$ cat src/rtl/sr_pkg.sv
package sr_pkg;
    typedef enum logic [2:0] {
        S_WAIT_NEG,
        S_WAIT_ZERO,
        S_ON_EXP_POS,
        S_POS,
        S_ON_EXP_NEG,
        S_NEG
    } sr_state_e;

    localparam int FLT_TIMEOUT = 0;
    localparam int FLT_ORDER   = 1;
    localparam int FLT_UV      = 2;
    localparam int FLT_W       = 3;
    localparam int NGATE       = 2;
endpackage

$ cat src/rtl/sr_seq_fsm.sv
module sr_seq_fsm
    import sr_pkg::*;
(
    input  logic clk,
    input  logic rst_n,
    input  logic sync_pos,
    input  logic sync_neg,
    input  logic expire,
    input  logic uvlo,
    output logic allow_e,
    output logic allow_f,
    output logic order_err,
    output logic idle
);
    sr_state_e state, nxt;
    logic lvl_pos, lvl_neg, lvl_zero;

    assign lvl_pos  = sync_pos & ~sync_neg;
    assign lvl_neg  = sync_neg & ~sync_pos;
    assign lvl_zero = ~sync_pos & ~sync_neg;

    // next state and ordering check
    always_comb begin
        nxt       = state;
        order_err = 1'b0;
        unique case (state)
            S_WAIT_NEG:   if (lvl_neg) nxt = S_WAIT_ZERO;
            S_WAIT_ZERO:  if (lvl_zero) nxt = S_ON_EXP_POS;
                          else if (!lvl_neg) order_err = 1'b1;
            S_ON_EXP_POS: if (lvl_pos) nxt = S_POS;
                          else if (!lvl_zero) order_err = 1'b1;
            S_POS:        if (lvl_zero) nxt = S_ON_EXP_NEG;
                          else if (!lvl_pos) order_err = 1'b1;
            S_ON_EXP_NEG: if (lvl_neg) nxt = S_NEG;
                          else if (!lvl_zero) order_err = 1'b1;
            S_NEG:        if (lvl_zero) nxt = S_ON_EXP_POS;
                          else if (!lvl_neg) order_err = 1'b1;
            default:      nxt = S_WAIT_NEG;
        endcase
        if (order_err || expire || uvlo) nxt = S_WAIT_NEG;
    end

    always_ff @(posedge clk) begin
        if (!rst_n) state <= S_WAIT_NEG;
        else        state <= nxt;
    end

    // gate permissions decoded from state
    always_comb begin
        allow_e = 1'b0;
        allow_f = 1'b0;
        idle    = 1'b0;
        unique case (state)
            S_WAIT_NEG:   idle = 1'b1;
            S_WAIT_ZERO:  ;
            S_ON_EXP_POS: begin allow_e = 1'b1; allow_f = 1'b1; end
            S_POS:        allow_f = 1'b1;
            S_ON_EXP_NEG: begin allow_e = 1'b1; allow_f = 1'b1; end
            S_NEG:        allow_e = 1'b1;
            default:      idle = 1'b1;
        endcase
    end

    p_both_flags_r6: assert property (@(posedge clk) disable iff (!rst_n)
        (sync_pos && sync_neg) |=> (state == S_WAIT_NEG));
    p_timeout_stop_r7: assert property (@(posedge clk) disable iff (!rst_n)
        expire |=> (state == S_WAIT_NEG));
    p_uv_reset_r10: assert property (@(posedge clk) disable iff (!rst_n)
        uvlo |=> (state == S_WAIT_NEG));
    p_start_r2: assert property (@(posedge clk) disable iff (!rst_n)
        (state == S_WAIT_ZERO && lvl_zero && !uvlo && !expire) |=> (allow_e && allow_f));
endmodule

$ cat src/rtl/sr_watchdog.sv
module sr_watchdog #(
    parameter int TIMEOUT_CYC = 2000
) (
    input  logic clk,
    input  logic rst_n,
    input  logic sync_pos,
    input  logic sync_neg,
    input  logic idle,
    output logic expire
);
    localparam int CW = $clog2(TIMEOUT_CYC + 1);
    localparam logic [CW-1:0] LIMIT = CW'(TIMEOUT_CYC);

    logic [1:0]    prev_lvl;
    logic [CW-1:0] cnt;
    logic          lvl_edge;

    assign lvl_edge = (prev_lvl != {sync_pos, sync_neg});
    assign expire   = (cnt == LIMIT) && !lvl_edge && !idle;

    always_ff @(posedge clk) begin
        if (!rst_n) begin
            prev_lvl <= 2'b00;
            cnt      <= '0;
        end else begin
            prev_lvl <= {sync_pos, sync_neg};
            if (idle || lvl_edge)  cnt <= '0;
            else if (cnt != LIMIT) cnt <= cnt + 1'b1;
        end
    end

    p_restart_r7: assert property (@(posedge clk) disable iff (!rst_n)
        lvl_edge |=> !expire);
endmodule

$ cat src/rtl/sr_gate_blank.sv
module sr_gate_blank #(
    parameter int BLANK_CYC = 50
) (
    input  logic clk,
    input  logic rst_n,
    input  logic allow,
    input  logic trip,
    output logic gate
);
    localparam int BW = $clog2(BLANK_CYC + 1);

    logic          prev_allow, tripped, rise, blank;
    logic [BW-1:0] cnt;

    assign rise  = allow & ~prev_allow;
    assign blank = rise | (cnt != '0);
    assign gate  = allow & ~tripped;

    always_ff @(posedge clk) begin
        if (!rst_n) begin
            prev_allow <= 1'b0;
            cnt        <= '0;
            tripped    <= 1'b0;
        end else begin
            prev_allow <= allow;
            if (rise)            cnt <= BW'(BLANK_CYC - 1);
            else if (cnt != '0)  cnt <= cnt - 1'b1;
            if (!allow)                  tripped <= 1'b0;
            else if (!blank && trip)     tripped <= 1'b1;
        end
    end

    p_blank_ignore_r8: assert property (@(posedge clk) disable iff (!rst_n)
        (allow && blank) |=> !tripped);
    p_trip_off_r9: assert property (@(posedge clk) disable iff (!rst_n)
        (allow && !blank && trip) |=> !gate);
    p_turn_on_r9: assert property (@(posedge clk) disable iff (!rst_n)
        rise |-> gate);
endmodule

$ cat src/rtl/sr_gate_ctrl.sv
module sr_gate_ctrl
    import sr_pkg::*;
#(
    parameter int BLANK_CYC   = 50,
    parameter int TIMEOUT_CYC = 2000
) (
    input  logic             clk,
    input  logic             rst_n,
    input  logic             sync_pos,
    input  logic             sync_neg,
    input  logic             trip_e,
    input  logic             trip_f,
    input  logic             uvlo,
    output logic             gate_e,
    output logic             gate_f,
    output logic [FLT_W-1:0] fault
);
    logic             expire, order_err, idle;
    logic [NGATE-1:0] allow, trip, graw;
    logic [FLT_W-1:0] fault_q;

    sr_seq_fsm u_fsm (
        .clk(clk), .rst_n(rst_n), .sync_pos(sync_pos), .sync_neg(sync_neg),
        .expire(expire), .uvlo(uvlo), .allow_e(allow[0]), .allow_f(allow[1]),
        .order_err(order_err), .idle(idle)
    );

    sr_watchdog #(.TIMEOUT_CYC(TIMEOUT_CYC)) u_wdog (
        .clk(clk), .rst_n(rst_n), .sync_pos(sync_pos), .sync_neg(sync_neg),
        .idle(idle), .expire(expire)
    );

    assign trip = {trip_f, trip_e};

    for (genvar gi = 0; gi < NGATE; gi++) begin : g_gate
        sr_gate_blank #(.BLANK_CYC(BLANK_CYC)) u_gate (
            .clk(clk), .rst_n(rst_n), .allow(allow[gi]),
            .trip(trip[gi]), .gate(graw[gi])
        );
    end

    always_ff @(posedge clk) begin
        if (!rst_n) fault_q <= '0;
        else begin
            if (expire)    fault_q[FLT_TIMEOUT] <= 1'b1;
            if (order_err) fault_q[FLT_ORDER]   <= 1'b1;
            if (uvlo)      fault_q[FLT_UV]      <= 1'b1;
        end
    end

    assign gate_e = graw[0] & ~uvlo;
    assign gate_f = graw[1] & ~uvlo;
    assign fault  = fault_q;

    p_uv_hold_off_r10: assert property (@(posedge clk) disable iff (!rst_n)
        uvlo |=> (!gate_e && !gate_f));
    p_order_off_r5: assert property (@(posedge clk) disable iff (!rst_n)
        order_err |=> (!gate_e && !gate_f && fault[FLT_ORDER]));
    p_fault_sticky_r11: assert property (@(posedge clk) disable iff (!rst_n)
        1'b1 |=> ((fault & $past(fault)) == $past(fault)));
endmodule

$ cat config.mk
export PLATFORM = sky130hd
export DESIGN_NAME = sr_gate_ctrl
export DESIGN_NICKNAME = d
export VERILOG_FILES = /design/src/rtl/sr_pkg.sv /design/src/rtl/sr_seq_fsm.sv /design/src/rtl/sr_watchdog.sv /design/src/rtl/sr_gate_blank.sv /design/src/rtl/sr_gate_ctrl.sv
export SDC_FILE = /design/constraint.sdc
export NUM_CORES = 1
export LEC_CHECK = 0
export BUFFER_PORTS_ARGS = -buffer_cell sky130_fd_sc_hd__buf_2
export CORE_MARGIN = 2
export CORE_UTILIZATION = 45
export CTS_CLUSTER_DIAMETER = 80
export DETAILED_ROUTE_END_ITERATION = 10
export PLACE_DENSITY = 0.74
export SETUP_SLACK_MARGIN = 0.5
export SYNTH_ARGS = -nofsm -noshare
export SYNTH_HDL_FRONTEND = slang
export SYNTH_SLANG_ARGS = --single-unit
$ cat constraint.sdc
create_clock -name clk -period 2.5 [get_ports clk]
set_clock_uncertainty 0.15 [all_clocks]
set_input_delay 0.625 -clock clk [delete_from_list [all_inputs] [get_ports clk]]
set_output_delay 0.625 -clock clk [all_outputs]
set_load 0.02 [all_outputs]
==> run metrics <==
grt ovf=0; max_cap viols=0; worst setup margin=0.4050 ns; EDFF count, synth=0; post-DR wirelength/cell=11.69 µm; ratio of cells with drive above 1 in the final layout=0.1744; reg-to-reg critical path endpoint=u_fsm.state[0]; slew at the pin closest to its max-slew limit=0.4007 ns; synthesized flop and latch total=35; Final setup viols=0; Switch Pwr=474.8 µW; CP Class=flop to primary output; Int Pwr=1.017 mW; CP Max Fanout=7; fin crit period=2.095 ns; CTS Buf Count=5; via count=1248; switch share=0.3183; crit path DAT=1.32 ns; synthesized net count=~190; clk slew on worst S/H paths=0.10 ns; final RePlAce weighted congestion=about 0.82; GR Util met1=0.2074; Util after Layout=0.5369; GR Util met3=0.04324; CTS tree=built; worst skew pair latency=0.33 ns; register-to-register setup slack=0.59 ns; core box area=3337 µm²; Final ANT Viol Nets=0; Nets=205; Crit path required time=1.73 ns; gr usage total=0.1626; CTS root buf=clkbuf_4; critical path's largest stage delay=0.42 ns; status=finished, final reports clean; grt peak-use layer=met2; Multi-input gate area=834.6 µm²; Synth Warn #=0; Seq/Total Area, Yosys=0.4473; post-route cell area=approximately 1800 µm²; power share of the combinational group=0.292; share of power burned in registers=0.474; Peak Freq=between 0.4 and 0.5 GHz; total power=1.492 mW; die span in y=63 µm; Tcrit/Tclk final=0.8380; Synth Instances=178; # port buffers=11; vias per cell=5.178; placed cell area=1657 µm²; Die ar.=between 3000 and 4000 µm²; Cell variety after synth=36; row count=21; layout filler cell count=321; Clock power frac=0.234; CTS H-tree lvls=2; Tightest Hold Check Type=flop to flop; largest net degree at the start of global routing=14; CP Launch Type=flop; DRT Pass-1 Iters=4; drt total wl=2818 µm; post-place setup slack=~0.47 ns; mapped cell area=roughly 1600 µm²; Initial Util=0.4694; Static Leak=0.6344 nW; # IOs=12; setup_tns=0 ns; element type at the critical path end=primary output; Post-synth top flop=dfxtp_1; Hold-fix buffers, CTS=0; ys async rst share=0; CP Cell Sequence=nor2b_2 -> nor2_1 -> nor3_1 -> buf_2; Worst Hold Endpoint=fault[1]; PD cells=between 800 and 900 nW/µm²; grt met2 use=0.2553; relative slew slack=0.7323; CTS Sinks=35; Residual DRC=0; maximum root-to-sink buffer count=2; P&R area growth vs syn=14.38%; FF/Latch Area=between 700 and 800 µm²; worst hold path depth=2; initial DRC count=64; HPWL after DPL=2016 µm; R2R depth=4; Ant. Diodes=0; origin of the critical flop-to-flop path=u_wdog.cnt[3]; hold path start=fault[1]; DIE WIDTH=roughly 63 µm; Max VDD drop=0.6217 mV; Avg Synthesized Cell Area=8.801 µm²; RSZ-0062 raised after global routing=true; vias in the first global route=1159; Critical Path Slowest Stage Cell=dfxtp_4; Final Hold Vio Count=0; Pins Over Slew Limit=0; initial antenna violation count=0; first-pass GRT wire length=roughly 5000 µm
-- synthesized netlist by cell type (all sizes together), types with 3 or more instances --
cell,n,area [µm²]
dfxtp,35,700.7
nand2,9,33.78
or3,4,25.02
inv,12,45.04
a21oi,8,40.04
nand3,8,40.04
ha,4,50.05
nor3,9,45.04
mux2i,3,30.03
xnor2,13,113.9
and2,3,18.77
or4,4,30.03
clkbuf,3,11.26
nor2,28,105.1
or3b,3,26.28
a31oi,6,37.54
-- registers in the layout, summed over array words and instances (netlist names) --
signal and cells:
g_gate.u_gate.tripped 2, g_gate.u_gate.cnt 12, fault 3, u_wdog.cnt 11
u_wdog.prev_lvl 2, g_gate.u_gate.prev_allow 2, u_fsm.state 3
-- cell type report --
cell class / instances / area share
multi-input cells: 127 / 0.4658
flip-flops and latches: 35 / 0.3959
repair buffers: 13 / 0.04050
clock buffers: 7 / 0.03631
well taps: 46 / 0.03212
inverters: 12 / 0.02514
clock inverters: 1 / 0.004190
-- placed cells by master (no fill, tap or decap), types with 2 or more instances in the layout --
| cell | n |
|---|---|
| a21oi_1 | 7 |
| a31oi_1 | 6 |
| and2_1 | 3 |
| buf_2 | 10 |
| buf_4 | 3 |
| clkbuf_4 | 5 |
| clkbuf_8 | 2 |
| dfxtp_1 | 32 |
| dfxtp_4 | 2 |
| ha_1 | 4 |
| inv_1 | 11 |
| mux2i_1 | 3 |
| nand2_1 | 9 |
| nand2b_1 | 2 |
| nand3_1 | 8 |
| nand4_1 | 2 |
| nor2_1 | 28 |
| nor3_1 | 8 |
| o21ai_1 | 2 |
| o31ai_1 | 2 |
| or2_1 | 2 |
| or3_1 | 3 |
| or3b_1 | 2 |
| or4_1 | 4 |
| xnor2_1 | 13 |
| xor2_1 | 2 |
-- power by group through the flow --
stage / clock (mW) / combinational (mW) / sequential [mW]
2_1_floorplan: 0 / 0.341 / 0.705
3_3_place_gp: 0 / 0.400 / 0.717
3_5_place_dp: 0 / 0.410 / 0.717
4_1_cts: 0.359 / 0.414 / 0.704
5_1_grt: 0.392 / 0.495 / 0.725
6_report: 0.350 / 0.436 / 0.707
-- stage by stage --
stage | cells | hold WS [ns]
finish | 241 | 0.3088
global route | 241 | 0.3613
CTS | 241 | 0.3077
detailed placement | 231 | 0.2919
global placement | 231 | 0.2846
floorplan | 178 | 0.2974
-- timing repair --
| item | 4_1_cts | 5_1_grt |
|---|---|---|
| gates resized for setup | 12 | 3 |
| pin swaps | 2 | 1 |
| endpoints found under the setup margin | 2 | 7 |
| setup buffers | 2 | 0 |
-- worst max path at each step --
stage | end | start | cells after the start
global route | gate_e | u_fsm.state[2] | 4
CTS | gate_e | u_fsm.state[2] | 4
floorplan | gate_f | u_fsm.state[1] | 3
detailed placement | gate_f | u_fsm.state[1] | 4
finish | gate_e | u_fsm.state[2] | 4
global placement | gate_f | u_fsm.state[1] | 4
-- per-layer routing --
metal  vias to the layer above  wire length, µm
met3                         5              122
li1                        647                -
met4                         0               47
met2                        21             1306
met1                       575             1342
met5                         -                0
-- cells by family after synthesis --
logic type / synth area share
multiplexers: 0.01917
XOR/XNOR: 0.08387
AO/OA/AOI/OAI: 0.1142
AND/OR/NAND/NOR: 0.2604
buffers and inverters: 0.04313
flip-flops: 0.4473
adder cells (fa/ha/maj): 0.03195
-- worst max-delay path: cells and delay by family (launching register included) --
kind,cells,cell delay [ns]
and+or+nand+nor,3,0.39
DFF,1,0.42
buffers and inverters,1,0.18
No activity file was read; power rests on OpenSTA's default activity.
